--- config.mk ---
export PLATFORM = sky130hd
export DESIGN_NAME = simsamp_seq
export DESIGN_NICKNAME = d
export VERILOG_FILES = /design/src/rtl/simsamp_pkg.sv /design/src/rtl/simsamp_chreg.sv /design/src/rtl/simsamp_fsm.sv /design/src/rtl/simsamp_rbuf.sv /design/src/rtl/simsamp_seq.sv
export SDC_FILE = /design/constraint.sdc
export NUM_CORES = 1
export LEC_CHECK = 0
export ABC_AREA = 1
export BUFFER_PORTS_ARGS = -buffer_cell sky130_fd_sc_hd__buf_4
export CAP_MARGIN = 10
export CORE_AREA = 2 2 78 154
export CTS_CLUSTER_SIZE = 10
export DETAILED_ROUTE_END_ITERATION = 8
export DIE_AREA = 0 0 80 156
export PLACE_DENSITY_LB_ADDON = 0.25
export SLEW_MARGIN = 20
export SYNTH_ARGS = -nofsm -noshare
export SYNTH_HDL_FRONTEND = slang
export SYNTH_HIERARCHICAL = 1
export SYNTH_SLANG_ARGS = --single-unit
--- constraint.sdc ---
create_clock -name clk -period 1.99 [get_ports clk]
set_input_delay 0.2985 -clock clk [delete_from_list [all_inputs] [get_ports clk]]
set_output_delay 0.2985 -clock clk [all_outputs]
set_load 0.01 [all_outputs]
--- src/rtl/simsamp_pkg.sv ---
package simsamp_pkg;

    // Controller states
    typedef enum logic [1:0] {
        ST_TRACK   = 2'd0,
        ST_CONVERT = 2'd1,
        ST_EMPTY   = 2'd2,
        ST_ACQUIRE = 2'd3
    } seq_state_t;

endpackage

--- src/rtl/simsamp_chreg.sv ---
// Channel select register written over the low data lines.
module simsamp_chreg #(
    parameter int NUM_CH = 4
) (
    input  logic              clk,
    input  logic              rst_n,
    input  logic              cs_n_i,
    input  logic              rd_n_i,
    input  logic              wr_n_i,
    input  logic [NUM_CH-1:0] wdata_i,
    output logic [NUM_CH-1:0] chsel_o
);

    logic wr_q;
    logic load;

    // Load on the write strobe's rising edge, only during a valid write cycle
    assign load = ~wr_q & wr_n_i & ~cs_n_i & rd_n_i;

    always_ff @(posedge clk or negedge rst_n) begin
        if (!rst_n) begin
            wr_q    <= 1'b1;
            chsel_o <= '1;
        end else begin
            wr_q <= wr_n_i;
            if (load) begin
                chsel_o <= wdata_i;
            end
        end
    end

    // with chip select inactive the register cannot change
    assert_reg_hold_R3: assert property (@(posedge clk) disable iff (!rst_n)
        cs_n_i |=> $stable(chsel_o));

endmodule

--- src/rtl/simsamp_fsm.sv ---
// Sequencing controller: start capture, channel walk, busy/EOC/ready timing.
module simsamp_fsm
    import simsamp_pkg::*;
#(
    parameter int NUM_CH   = 4,
    parameter int CODE_W   = 12,
    parameter int CONV_CYC = 8,
    parameter int ACQ_CYC  = 4
) (
    input  logic                     clk,
    input  logic                     rst_n,
    input  logic                     start_i,
    input  logic                     src_sel_i,
    input  logic [NUM_CH-1:0]        sel_pins_i,
    input  logic [NUM_CH-1:0]        chsel_i,
    input  logic [NUM_CH*CODE_W-1:0] code_i,
    output logic                     busy_o,
    output logic                     hold_o,
    output logic                     eoc_n_o,
    output logic                     ready_o,
    output logic                     clr_o,
    output logic                     res_we_o,
    output logic [CODE_W-1:0]        res_data_o
);

    localparam int IDX_W   = (NUM_CH > 1) ? $clog2(NUM_CH) : 1;
    localparam int CNT_MAX = (CONV_CYC > ACQ_CYC) ? CONV_CYC : ACQ_CYC;
    localparam int CNT_W   = $clog2(CNT_MAX + 1);
    localparam logic [CNT_W-1:0] CONV_LAST = CNT_W'(CONV_CYC - 1);
    localparam logic [CNT_W-1:0] ACQ_LAST  = CNT_W'(ACQ_CYC - 1);

    seq_state_t        st_q;
    seq_state_t        st_nx;
    logic              start_q;
    logic              start_rise;
    logic              accept;
    logic [NUM_CH-1:0] pick;
    logic [NUM_CH-1:0] mask_cap;
    logic [NUM_CH-1:0] rem_q;
    logic [NUM_CH-1:0] cur_bit;
    logic [IDX_W-1:0]  cur_idx;
    logic [CNT_W-1:0]  cnt_q;
    logic              conv_last;
    logic [CODE_W-1:0] held_q [NUM_CH];

    assign start_rise = start_i & ~start_q;
    assign accept     = start_rise && (st_q == ST_TRACK || st_q == ST_ACQUIRE);
    assign pick       = src_sel_i ? chsel_i : sel_pins_i;
    assign conv_last  = (st_q == ST_CONVERT) && (cnt_q == CONV_LAST);

    // Lowest remaining channel is converted next (ascending order)
    always_comb begin
        cur_idx = '0;
        for (int i = NUM_CH - 1; i >= 0; i--) begin
            if (rem_q[i]) begin
                cur_idx = IDX_W'(i);
            end
        end
        cur_bit          = '0;
        cur_bit[cur_idx] = 1'b1;
    end

    // Next-state logic
    always_comb begin
        st_nx = st_q;
        unique case (st_q)
            ST_TRACK: begin
                if (accept) begin
                    st_nx = (pick == '0) ? ST_EMPTY : ST_CONVERT;
                end
            end
            ST_CONVERT: begin
                if (conv_last && ((rem_q & ~cur_bit) == '0)) begin
                    st_nx = ST_ACQUIRE;
                end
            end
            ST_EMPTY: begin
                st_nx = ST_ACQUIRE;
            end
            ST_ACQUIRE: begin
                if (accept) begin
                    st_nx = (pick == '0) ? ST_EMPTY : ST_CONVERT;
                end else if (cnt_q == ACQ_LAST) begin
                    st_nx = ST_TRACK;
                end
            end
            default: st_nx = ST_TRACK;
        endcase
    end

    // State register
    always_ff @(posedge clk or negedge rst_n) begin
        if (!rst_n) begin
            st_q    <= ST_TRACK;
            start_q <= 1'b0;
        end else begin
            st_q    <= st_nx;
            start_q <= start_i;
        end
    end

    // Mask, held samples and cycle counter
    always_ff @(posedge clk or negedge rst_n) begin
        if (!rst_n) begin
            cnt_q    <= '0;
            rem_q    <= '0;
            mask_cap <= '0;
            for (int i = 0; i < NUM_CH; i++) begin
                held_q[i] <= '0;
            end
        end else if (accept) begin
            cnt_q    <= '0;
            rem_q    <= pick;
            mask_cap <= pick;
            for (int i = 0; i < NUM_CH; i++) begin
                held_q[i] <= code_i[i*CODE_W +: CODE_W];
            end
        end else if (st_q == ST_CONVERT) begin
            if (conv_last) begin
                cnt_q <= '0;
                rem_q <= rem_q & ~cur_bit;
            end else begin
                cnt_q <= cnt_q + 1'b1;
            end
        end else if (st_q == ST_ACQUIRE) begin
            cnt_q <= cnt_q + 1'b1;
        end
    end

    assign clr_o      = accept;
    assign res_we_o   = conv_last;
    assign res_data_o = held_q[cur_idx];

    // Output register
    always_ff @(posedge clk or negedge rst_n) begin
        if (!rst_n) begin
            busy_o  <= 1'b0;
            hold_o  <= 1'b0;
            eoc_n_o <= 1'b1;
            ready_o <= 1'b1;
        end else begin
            busy_o  <= (st_nx == ST_CONVERT) || (st_nx == ST_EMPTY);
            hold_o  <= (st_nx == ST_CONVERT) || (st_nx == ST_EMPTY);
            eoc_n_o <= ~conv_last;
            ready_o <= (st_nx == ST_TRACK);
        end
    end

    // end-of-conversion strobe lasts one cycle
    assert_eoc_single_R7: assert property (@(posedge clk) disable iff (!rst_n)
        !eoc_n_o |=> eoc_n_o);

    // a strobe only follows a busy cycle
    assert_eoc_in_busy_R7: assert property (@(posedge clk) disable iff (!rst_n)
        !eoc_n_o |-> $past(busy_o));

    // busy rises only after a start level was seen
    assert_busy_start_R6: assert property (@(posedge clk) disable iff (!rst_n)
        $rose(busy_o) |-> $past(start_i));

    // captured mask frozen while the sequence runs
    assert_mask_frozen_R4: assert property (@(posedge clk) disable iff (!rst_n)
        (busy_o && $past(busy_o)) |-> $stable(mask_cap));

    // no start accepted while busy
    assert_start_ignored_R9: assert property (@(posedge clk) disable iff (!rst_n)
        busy_o |-> !clr_o);

    // acquisition interval follows the end of busy
    assert_ready_low_R11: assert property (@(posedge clk) disable iff (!rst_n)
        $fell(busy_o) |-> !ready_o);

endmodule

--- src/rtl/simsamp_rbuf.sv ---
// Result buffer filled in conversion order, read through chip select + read strobe.
module simsamp_rbuf #(
    parameter int NUM_CH = 4,
    parameter int CODE_W = 12
) (
    input  logic              clk,
    input  logic              rst_n,
    input  logic              clr_i,
    input  logic              we_i,
    input  logic [CODE_W-1:0] wdata_i,
    input  logic              cs_n_i,
    input  logic              rd_n_i,
    output logic [CODE_W-1:0] rdata_o
);

    localparam int IDX_W = (NUM_CH > 1) ? $clog2(NUM_CH) : 1;
    localparam int CNT_W = $clog2(NUM_CH + 1);
    localparam logic [CNT_W-1:0] DEPTH = CNT_W'(NUM_CH);

    logic [CODE_W-1:0] mem [NUM_CH];
    logic [CNT_W-1:0]  wcnt_q;
    logic [CNT_W-1:0]  rptr_q;
    logic              rd_q;
    logic              rd_done;
    logic              avail;

    assign avail   = rptr_q < wcnt_q;
    assign rd_done = ~rd_q & rd_n_i & ~cs_n_i;

    always_ff @(posedge clk or negedge rst_n) begin
        if (!rst_n) begin
            rd_q <= 1'b1;
        end else begin
            rd_q <= rd_n_i;
        end
    end

    always_ff @(posedge clk or negedge rst_n) begin
        if (!rst_n) begin
            wcnt_q <= '0;
            rptr_q <= '0;
        end else if (clr_i) begin
            wcnt_q <= '0;
            rptr_q <= '0;
        end else begin
            if (we_i && (wcnt_q < DEPTH)) begin
                wcnt_q <= wcnt_q + 1'b1;
            end
            if (rd_done && avail) begin
                rptr_q <= rptr_q + 1'b1;
            end
        end
    end

    always_ff @(posedge clk) begin
        if (we_i && (wcnt_q < DEPTH)) begin
            mem[wcnt_q[IDX_W-1:0]] <= wdata_i;
        end
    end

    assign rdata_o = (!cs_n_i && !rd_n_i && avail) ? mem[rptr_q[IDX_W-1:0]] : '0;

    // the sequencer never writes more results than the buffer holds
    assert_no_overflow_R12: assert property (@(posedge clk) disable iff (!rst_n)
        we_i |-> (wcnt_q < DEPTH));

    // a new start empties the read side
    assert_clear_R12: assert property (@(posedge clk) disable iff (!rst_n)
        clr_i |=> (rptr_q == '0 && wcnt_q == '0));

endmodule

--- src/rtl/simsamp_seq.sv ---
// Top: simultaneous-sampling conversion sequencer.
module simsamp_seq #(
    parameter int NUM_CH   = 4,
    parameter int CODE_W   = 12,
    parameter int CONV_CYC = 8,
    parameter int ACQ_CYC  = 4
) (
    input  logic                     clk,
    input  logic                     rst_n,
    input  logic                     start_i,
    input  logic                     src_sel_i,
    input  logic [NUM_CH-1:0]        sel_pins_i,
    input  logic                     cs_n_i,
    input  logic                     rd_n_i,
    input  logic                     wr_n_i,
    input  logic [NUM_CH-1:0]        wdata_i,
    input  logic [NUM_CH*CODE_W-1:0] code_i,
    output logic                     busy_o,
    output logic                     eoc_n_o,
    output logic                     hold_o,
    output logic                     ready_o,
    output logic [CODE_W-1:0]        rdata_o
);

    logic [NUM_CH-1:0] chsel;
    logic              clr;
    logic              res_we;
    logic [CODE_W-1:0] res_data;

    simsamp_chreg #(.NUM_CH(NUM_CH)) u_chreg (
        .clk     (clk),
        .rst_n   (rst_n),
        .cs_n_i  (cs_n_i),
        .rd_n_i  (rd_n_i),
        .wr_n_i  (wr_n_i),
        .wdata_i (wdata_i),
        .chsel_o (chsel)
    );

    simsamp_fsm #(
        .NUM_CH   (NUM_CH),
        .CODE_W   (CODE_W),
        .CONV_CYC (CONV_CYC),
        .ACQ_CYC  (ACQ_CYC)
    ) u_fsm (
        .clk        (clk),
        .rst_n      (rst_n),
        .start_i    (start_i),
        .src_sel_i  (src_sel_i),
        .sel_pins_i (sel_pins_i),
        .chsel_i    (chsel),
        .code_i     (code_i),
        .busy_o     (busy_o),
        .hold_o     (hold_o),
        .eoc_n_o    (eoc_n_o),
        .ready_o    (ready_o),
        .clr_o      (clr),
        .res_we_o   (res_we),
        .res_data_o (res_data)
    );

    simsamp_rbuf #(.NUM_CH(NUM_CH), .CODE_W(CODE_W)) u_rbuf (
        .clk     (clk),
        .rst_n   (rst_n),
        .clr_i   (clr),
        .we_i    (res_we),
        .wdata_i (res_data),
        .cs_n_i  (cs_n_i),
        .rd_n_i  (rd_n_i),
        .rdata_o (rdata_o)
    );

endmodule

# ---- Word-level counts from Yosys, hierarchy flattened
# Memories as Yosys holds them, arrays and structs flattened.
# Cells that the tools add are included.
# W data, S select, Z words.
dict set report op_classes {
  addsub 3
  eq_ne 7
  n_mux 30
  bitwise_logic 14
  mul 0
  magnitude_cmp 5
  n_shift 0
  div 0
  reduce_logical 22
}
# op count
set op_table {}
lappend op_table {{$mux W12} 3}
lappend op_table {{$mux W4} 8}
lappend op_table {{$bmux W12 S2} 1}
lappend op_table {{$mux W2} 9}
lappend op_table {{$mux W3} 4}
lappend op_table {{$logic_and A1 B1 Y1} 8}
lappend op_table {{$logic_not A4 Y1} 2}
lappend op_table {{$pmux W2 S4} 1}
lappend op_table {{$reduce_bool A2 Y1} 4}
lappend op_table {{$add A3 B1 Y3 const B} 2}
lappend op_table {{$and A1 B1 Y1} 6}
lappend op_table {{$eq A2 B2 Y1 const B} 3}
lappend op_table {{$not A1 Y1} 5}
lappend op_table {{$add A4 B1 Y4 const B} 1}
lappend op_table {{$and A4 B4 Y4} 1}
lappend op_table {{$eq A2 B1 Y1 const B} 2}
lappend op_table {{$eq A4 B2 Y1 const B} 1}
lappend op_table {{$eq A4 B3 Y1 const B} 1}
lappend op_table {{$logic_not A2 Y1} 2}
lappend op_table {{$not A4 Y4} 1}
lappend op_table {{$ge A3 B3 Y1 const B} 1}
lappend op_table {{$lt A2 B3 Y1 const B} 1}
lappend op_table {{$lt A3 B3 Y1} 1}
lappend op_table {{$lt A3 B3 Y1 const B} 1}
lappend op_table {{8 further kinds} 12}
dict set report totals {
  mem_bits_ro 0
  ff_bits 74
  in_bits 63
  ram_bits 48
  latchBits 0
  elab_cells 98
  n_memories 1
}
# memory words word_bits read_ports rd_clocked_by_memory_dff wr line_no
set mem_list {}
lappend mem_list {u_rbuf.mem 4 12 1 0 1 simsamp_rbuf.sv:20} ;# logic [CODE_W-1:0] mem [NUM_CH];

# ---- Longest topological paths before layout
# Gate-level depths: netlist (run 1).
dict set report depth {
  ltp_word 16
  depth_mapped 11
}

# ---- By module
# Netlist (run 1), hierarchy kept.
# mod instances seq_area_each_um2 area_per_inst_um2 cells_per_inst
set modules_own_cells {}
lappend modules_own_cells {simsamp_fsm 1 1554.0 3143.0 392}
lappend modules_own_cells {simsamp_rbuf 1 1617.8 2371.0 201}
lappend modules_own_cells {simsamp_chreg 1 131.4 206.4 21}

# ---- Worst setup path before layout (run 1)
# No wires, ideal clock.
dict set report synth_path {
  path_type {reg-to-reg}
  from {reg u_fsm.st_q[1]}
  to {mem u_rbuf.mem[3][0] (enable)}
  stages_incl_launch_ff 7
  arrival_time_ps 1703
  setup_slack_ps -95
  cell_sequence {dfrtp_1 inv_1 ha_1 nand4_2 inv_2 nand2_1 nor2_1}
}
dict set report synth_between {
  elab_chain_cells 5
}
# element line_no
set synth_rtl {}
lappend synth_rtl {{from (decl)} simsamp_fsm.sv:32} ;# seq_state_t st_q;
lappend synth_rtl {{from (signal assigned)} simsamp_fsm.sv:97} ;# st_q <= st_nx;
lappend synth_rtl {{$eq A2 B1 Y1} simsamp_fsm.sv:49} ;# assign conv_last = (st_q == ST_CONVERT) && (cnt_q == CONV_LAST);
lappend synth_rtl {{$logic_and A1 B1 Y1} simsamp_fsm.sv:49}
lappend synth_rtl {{via res_we} simsamp_seq.sv:27} ;# logic res_we;
lappend synth_rtl {{$logic_and A1 B1 Y1} simsamp_rbuf.sv:56} ;# if (we_i && (wcnt_q < DEPTH)) begin
lappend synth_rtl {{$mux W1} simsamp_rbuf.sv:56}
lappend synth_rtl {{$mux W1 (implied by the code)} simsamp_rbuf.sv:57} ;# mem[wcnt_q[IDX_W-1:0]] <= wdata_i;
lappend synth_rtl {{to (decl)} simsamp_rbuf.sv:20}
# The timed path passes the listed nets, and every way through them passes these cells.

# ---- Worst setup path after layout (run 1)
dict set report layout_path {
  from {reg u_rbuf.wcnt_q[2]}
  to {out rdata_o[2]}
}
dict set report layout_between {
  elab_chain_cells 3
}
# element line_no
set layout_rtl {}
lappend layout_rtl {{from (decl)} simsamp_rbuf.sv:21} ;# logic [CNT_W-1:0] wcnt_q;
lappend layout_rtl {{from (signal assigned)} simsamp_rbuf.sv:47} ;# wcnt_q <= wcnt_q + 1'b1;
lappend layout_rtl {{$lt A3 B3 Y1} simsamp_rbuf.sv:27} ;# assign avail = rptr_q < wcnt_q;
lappend layout_rtl {{$logic_and A1 B1 Y1} simsamp_rbuf.sv:61} ;# assign rdata_o = (!cs_n_i && !rd_n_i && avail) ? mem[rptr_q[IDX_W-1:0]] : '0;
lappend layout_rtl {{$mux W12} simsamp_rbuf.sv:61}
lappend layout_rtl {{to (decl)} simsamp_seq.sv:22} ;# output logic [CODE_W-1:0] rdata_o
# Every way passes these cells.

==> flow_metrics.py, run 1 <==
metrics = {
    "outcome": {
        "status": "finished, violations left",
        "failed_checks": "setup timing",
    },
    "sta": {
        "relSlewSlack_pct": 57.3,
        "tightest_slew_ps": 638,
        "slew_violations": 0,
        "grt_setup_unrepaired": "true",
        "finalSetupTns_ps": -1410,
        "fin_ws_ps": -147,
        "max_freq_ghz": 0.468,
        "setup_viol": 18,
        "finalCriticalPeriod_ps": 2140,
        "timing.final.crit_share_pct": 107,
        "hold_viol_final": 0,
        "fin_skew_ps": 13.4,
    },
    "synth": {
        "synthFlopType": "dfrtp_1",
        "synth_most_common_cell": "nand2_1",
        "netlist_top_cells_count": "196 x nand2_1, 78 x nor2_1, 66 x dfrtp_1",
        "postSynth.asyncResetShare_pct": 60.7,
        "ys.warnings.count": 6,
        "syn_avg_cell_area_sq_um": 9.32,
        "ys_ff_latch": 122,
        "syn_area_sq_um": 5720,
        "yosysTopAreaCellShare_pct": 28.9,
        "synth_area_leader_cell": "dfrtp_1",
        "ys_seq_area_share_pct": 57.7,
        "synthesis.nets": 690,
        "synthCells": 614,
        "synth_edf_count": 48,
        "yosysUniqueCellTypes": 41,
        "yosys-top-cells-area": "dfrtp_1 29%, edfxtp_1 25%, nand2_1 13%, nor2_1 5.1%, dfstp_2 3.7%",
    },
    "clocking": {
        "hold_buffers": 2,
        "cts_tree": "built",
        "cts_buffers": 17,
        "clk-insertion-delay-late_ps": 420,
        "cts_num_sinks": 122,
        "htreeDepth": 4,
        "clk_pin_slew_ps": 60,
        "root_buffer": "clkbuf_16",
        "cts_max_path_buffers": 2,
    },
    "global_routing": {
        "grt-ovfl-total": 0,
        "grt_antenna_before_repair": 0,
        "first_global_vias": 4585,
        "grt_pass1_wl_mm": 21.4,
        "grt_max_degree": 45,
        "grtUsageTotal_pct": 22.7,
    },
    "routing": {
        "routedWlPerCell_um": 15.6,
        "routed_wl_mm": 13.5,
        "dr.pass1.iters": 5,
        "antenna_left": 0,
        "route.detailed.drc": 0,
        "vias": 4487,
        "via_per_inst": 5.16,
        "first_iter_violations": 234,
    },
    "die": {
        "fp.dieW_um": 80,
        "dieArea_sq_um": 12500,
        "start_util_pct": 50.7,
        "dieHeight_um": 156,
        "row_count": 55,
        "io_pins": 79,
        "core_area_sq_um": 11300,
    },
    "pwr": {
        "p_seq_share_pct": 34.7,
        "p_clk_share_pct": 26.3,
        "irDropWorstVdd_mv": 1.04,
        "comb_power_share_pct": 39.0,
        "power.internal_mw": 7.30,
        "p_sw_share_pct": 38.2,
        "leakage_nw": 3.41,
        "p_sw_mw": 4.51,
        "power_density_nw_per_um2": 1610,
    },
    "setup_path": {
        "critical_path_class": "flip-flop to primary output",
        "critPathRequiredTime_ps": 1690,
        "path_cells": "inv_2 -> ha_4 -> a21oi_4 -> buf_6 -> nand3_4 -> a21oi_2 -> buf_4",
        "timing.rr.end": "u_rbuf/mem[1][6]$_DFFE_PP_",
        "rr_startpoint": "u_fsm/st_q[1]$_DFF_PN0_",
        "r2r_slack_ps": -10,
        "critPathSlowestCell": "dfrtp_1",
        "cp.arrival_ps": 1840,
        "cp_slowest_stage_delay_ps": 390,
        "start_kind": "flip-flop",
        "critical_path.top_delay_family": "flip-flops",
        "crit_end": "rdata_o[2]",
        "endpoint_kind": "primary output",
        "timing.critical_path.from": "u_rbuf/wcnt_q[2]$_DFFE_PN0P_",
        "worstPathBufferInverterCount": 3,
        "crit_path_max_fanout": 6,
        "worstSetupPathDepth": 7,
        "reg2regPathDepth": 7,
    },
    "cells_and_area": {
        "multi_input_area_sq_um": 2210,
        "area_delta_synth_final_pct": 28.0,
        "antennaDiodeCount": 0,
        "post-route-util_pct": 64.9,
        "regArea_sq_um": 3300,
        "fillers": 928,
        "drive_gt1_share_pct": 29.0,
        "fin_nets": 791,
    },
    "place": {
        "dp_hpwl_mm": 9.07,
        "portBuffers": 78,
        "gp_routability_congestion": 0.883,
    },
    "worst_hold_path": {
        "hold_path_class": "input port to flip-flop",
    },
    "run": {
        "drv_cap": 0,
    },
}
-- power groups by stage --
stage	clock, mW	sequential, mW	combinational (mW)
floorplan	0	4.03	3.06
global placement	0	4.09	3.86
detailed placement	0	4.11	4.03
CTS	3.16	4.08	4.34
global route	3.27	4.17	5.16
finish	3.11	4.10	4.60
-- cell usage in the layout (no fill, tap or decap), types with 3 or more instances in the layout --
| cell type | count |
|---|---|
| a21oi_1 | 3 |
| a21oi_2 | 13 |
| buf_4 | 97 |
| buf_6 | 5 |
| clkbuf_16 | 17 |
| clkinv_4 | 3 |
| dfrtp_1 | 66 |
| dfstp_2 | 8 |
| edfxtp_1 | 48 |
| ha_1 | 11 |
| inv_1 | 26 |
| inv_2 | 14 |
| inv_6 | 7 |
| nand2_1 | 195 |
| nand3_1 | 37 |
| nand3_2 | 3 |
| nand3_4 | 3 |
| nor2_1 | 75 |
| nor2_2 | 5 |
| nor2_4 | 4 |
| o211ai_2 | 12 |
| o21ai_0 | 26 |
| o21ai_1 | 17 |
-- layer usage --
layer | up-vias | GRT usage, % | routed length [um]
met3 | 25 | 5.38 | 511
met1 | 2132 | 23.9 | 5050
met5 | - | 0 | 0
li1 | 2206 | - | -
met4 | 0 | 8.88 | 283
met2 | 124 | 42.1 | 7690
-- worst min-delay path by stage --
stage	startpoint	endpoint	slack (ps)	depth (start not counted)
floorplan	rst_n	u_fsm/cnt_q[0]$_DFFE_PN0P_	3	0
global placement	rst_n	u_fsm/held_q[9]$_DFFE_PN0P_	260	1
detailed placement	rst_n	u_fsm/held_q[17]$_DFFE_PN0P_	260	1
CTS	rd_n_i	u_rbuf/rd_q$_DFF_PN1_	-3	1
global route	rd_n_i	u_rbuf/rd_q$_DFF_PN1_	-4	1
finish	rd_n_i	u_rbuf/rd_q$_DFF_PN1_	10	1
-- flip-flops by register name, indices dropped and copies added (netlist names) --
name             cells
u_fsm/ready_o        1
u_fsm/eoc_n_o        1
u_fsm/hold_o         1
u_rbuf/rptr_q        3
u_fsm/cnt_q          4
u_rbuf/wcnt_q        3
u_fsm/start_q        1
u_chreg/chsel_o      4
u_fsm/st_q           2
u_fsm/rem_q          4
u_chreg/wr_q         1
u_rbuf/mem          48
u_fsm/held_q        48
u_rbuf/rd_q          1
-- what timing repair did --
action / 4_1_cts / 5_1_grt
cloned: 1 / 0
pin swaps: 3 / 7
buffers inserted: 6 / 5
endpoints found under the setup margin: 13 / 112
resized for setup: 13 / 23
hold endpoints to repair: 32 / 1
-- worst reg2reg max path: stages, from the launching register on --
cell and delay [ps]:
dfrtp_1 370, inv_1 120, ha_1 250, nand4_2 200, inv_2 130, nand2_1 200, nor2_1 170, buf_4 240
-- kinds of logic (layout without fill, tap and decap cells) --
group	count (synthesis)	count (layout)	share of synthesized area [%]
compound gates	79	79	9.16
xor+xnor	1	1	0.153
fa+ha+maj	13	13	2.84
buf+inv	68	181	5.82
flops	122	122	57.7
mux	1	1	0.175
simple gates	330	331	24.1
-- final cells by class --
class,count,share of cell area [%]
flip-flops and latches,122,45.1
multi-input cells,425,30.2
repair buffers,108,11.9
clock buffers,17,5.81
well taps,142,2.43
clock inverters,15,2.41
inverters,41,2.17
-- through the flow --
| stage | power, mW | cells | setup WS, ps | cell area, sq um | hold slack, ps |
|---|---|---|---|---|---|
| 2_1_floorplan | 7.09 | 614 | -78.5 | 5720 | 2.91 |
| 3_5_place_dp | 8.14 | 824 | 28.3 | 6460 | 264 |
| 6_report | 11.8 | 870 | -147 | 7320 | 12.3 |
| 3_3_place_gp | 7.95 | 824 | 92.2 | 6460 | 260 |
| 4_1_cts | 11.6 | 865 | -173 | 7200 | -3.49 |
| 5_1_grt | 12.6 | 870 | -212 | 7320 | -3.50 |
No activity file was read; power rests on OpenSTA's default activity.
==> run 2: changes to the inputs <==
Settings changed: ABC_AREA 1 to unset, CORE_AREA 2 2 78 154 to 2 2 77 152, DIE_AREA 0 0 80 156 to 0 0 79 154.
==> flow_metrics.py, run 2 <==
metrics = {
    "global_routing": {
        "grt_antenna_before_repair": 0,
        "grt_max_degree": 52,
        "grt_pass1_wl_mm": 19.2,
        "grt-ovfl-total": 0,
        "first_global_vias": 4061,
        "grtUsageTotal_pct": 20.4,
    },
    "setup_path": {
        "rr_startpoint": "u_fsm/st_q[0]$_DFF_PN0_",
        "start_kind": "flip-flop",
        "reg2regPathDepth": 9,
        "path_cells": "inv_1 -> ha_1 -> a211o_1 -> a311o_1 -> buf_12 -> nor2b_4 -> buf_6",
        "timing.rr.end": "u_fsm/hold_o$_DFF_PN0_",
        "endpoint_kind": "primary output",
        "critPathRequiredTime_ps": 1690,
        "critPathSlowestCell": "dfrtp_1",
        "cp_slowest_stage_delay_ps": 350,
        "crit_path_max_fanout": 10,
        "cp.arrival_ps": 2140,
        "r2r_slack_ps": 70,
        "critical_path_class": "flip-flop to primary output",
    },
    "routing": {
        "vias": 3768,
        "first_iter_violations": 156,
        "routed_wl_mm": 11.5,
        "antenna_left": 0,
        "via_per_inst": 5.18,
        "route.detailed.drc": 0,
        "dr.pass1.iters": 4,
        "routedWlPerCell_um": 15.8,
    },
    "cells_and_area": {
        "fin_nets": 650,
        "drive_gt1_share_pct": 34.9,
        "area_delta_synth_final_pct": 32.5,
        "antennaDiodeCount": 0,
        "stdcell_count": 727,
        "layout_common_cells": "149 x nand2_1, 97 x buf_4, 65 x dfrtp_1",
        "final_common_cell": "nand2_1",
    },
    "die": {
        "dieHeight_um": 154,
        "row_count": 54,
        "core_area_sq_um": 10900,
        "dieArea_sq_um": 12200,
        "fp.dieW_um": 79,
        "start_util_pct": 50.2,
        "io_pins": 79,
    },
    "worst_hold_path": {
        "hold_path_class": "input port to flip-flop",
        "hold_path_end": "u_rbuf/rd_q$_DFF_PN1_",
        "min_path_cells": 1,
        "min_from": "rd_n_i",
    },
    "synth": {
        "yosysUniqueCellTypes": 53,
        "ys_seq_area_share_pct": 60.1,
        "postSynth.asyncResetShare_pct": 60.7,
        "synth_most_common_cell": "nand2_1",
        "ys.warnings.count": 6,
        "synth_area_leader_cell": "dfrtp_1",
        "synthCells": 461,
        "synthesis.nets": 537,
        "synth_edf_count": 48,
        "netlist_top_cells_count": "150 x nand2_1, 66 x dfrtp_1, 48 x edfxtp_1",
        "yosys-top-cells-area": "dfrtp_1 30%, edfxtp_1 26%, nand2_1 10%, mux4_2 4.9%, dfstp_2 3.8%",
        "yosysTopAreaCellShare_pct": 30.1,
        "syn_area_sq_um": 5490,
        "synthFlopType": "dfrtp_1",
        "syn_avg_cell_area_sq_um": 11.9,
        "ys_ff_latch": 122,
    },
    "sta": {
        "fin_ws_ps": -449,
        "timing.final.crit_share_pct": 123,
        "setup_viol": 12,
        "slew_violations": 0,
        "max_freq_ghz": 0.410,
        "relSlewSlack_pct": 66.0,
        "fin_skew_ps": 11.6,
        "tightest_slew_ps": 505,
        "hold_viol_final": 0,
        "finalSetupTns_ps": -5210,
        "finalCriticalPeriod_ps": 2440,
        "grt_setup_unrepaired": "true",
    },
    "place": {
        "dpl_worst_slack_ps": -120,
        "gp_routability_congestion": 0.838,
        "dp_hpwl_mm": 7.75,
        "post-place-cells": 684,
        "portBuffers": 78,
    },
    "clocking": {
        "clk-insertion-delay-late_ps": 410,
        "cts_tree": "built",
        "cts_buffers": 17,
        "cts_num_sinks": 122,
        "root_buffer": "clkbuf_16",
        "cts_max_path_buffers": 2,
        "clk_pin_slew_ps": 60,
        "htreeDepth": 4,
    },
    "run": {
        "drv_cap": 0,
    },
    "pwr": {
        "leakage_nw": 3.27,
        "irDropWorstVdd_mv": 0.803,
        "power_density_nw_per_um2": 1420,
        "p_total_mw": 10.3,
    },
    "outcome": {
        "status": "finished, violations left",
        "failed_checks": "setup timing",
    },
}
[run 2: how the worst max path moves through the flow]
stage | from | end | slack [ps] | cells after the start
CTS | u_rbuf/wcnt_q[2]$_DFFE_PN0P_ | rdata_o[3] | -490 | 7
detailed placement | u_rbuf/wcnt_q[2]$_DFFE_PN0P_ | rdata_o[3] | -120 | 7
floorplan | u_rbuf/wcnt_q[2]$_DFFE_PN0P_ | rdata_o[10] | -20 | 6
global placement | u_rbuf/wcnt_q[2]$_DFFE_PN0P_ | rdata_o[6] | -60 | 7
finish | u_rbuf/wcnt_q[2]$_DFFE_PN0P_ | rdata_o[3] | -450 | 7
global route | u_rbuf/wcnt_q[2]$_DFFE_PN0P_ | rdata_o[1] | -510 | 7
[run 2: per-stage QoR]
step | hold slack (ps) | util [%] | instance area, sq um
final | 30.1 | 66.5 | 7280
after detailed placement | 224 | 59.1 | 6470
after global routing | 13.0 | 66.5 | 7280
after floorplan | 2.91 | - | 5510
after CTS | 5.72 | 66.0 | 7220
after global placement | 220 | 59.1 | 6470
[run 2: cells by family after synthesis]
kind of cell             after synthesis  share of synthesized area, %
multiplexers                          36                          9.43
adder cells (fa/ha/maj)               14                          3.14
XOR/XNOR                               3                         0.478
buffers and inverters                 31                          2.62
AND/OR/NAND/NOR                      204                          17.7
flip-flops                           122                          60.1
AO/OA/AOI/OAI                         51                          6.45
[run 2: layout make-up]
type                       count  area, sq um
multi-input combinational    308         2120
clock inverter                13          191
sequential                   122         3300
fill                         831         3670
inverter                       7         26.3
clock buffer                  19          433
timing repair buffer         118         1030
tap                          140          175
[run 2: critical path: cells and delay by family (launching register included)]
family / cells / cell delay, ps
compound gates: 2 / 620
flops: 1 / 350
buf+inv: 3 / 340
fa+ha+maj: 1 / 300
simple gates: 1 / 110
[run 2: repair_timing]
action | in CTS | in global routing
pin swaps | 6 | 5
setup endpoints to repair | 13 | 60
setup buffers | 6 | 3
hold buffers | 2 | 0
resized for setup | 14 | 10
endpoints found under the hold margin | 16 | 0
[run 2: power by group]
group / internal (mW) / switching (mW)
Combinational: 1.43 / 1.73
Clock: 2.11 / 1.11
Sequential: 3.56 / 0.411
[run 2: metal layers]
layer	share of wire, %	vias up	global-route usage, %
met5	0	-	0
met3	3.1	19	4.52
met1	40	1844	24.2
met2	54	80	35.6
met4	2.1	0	7.88
li1	-	1825	-
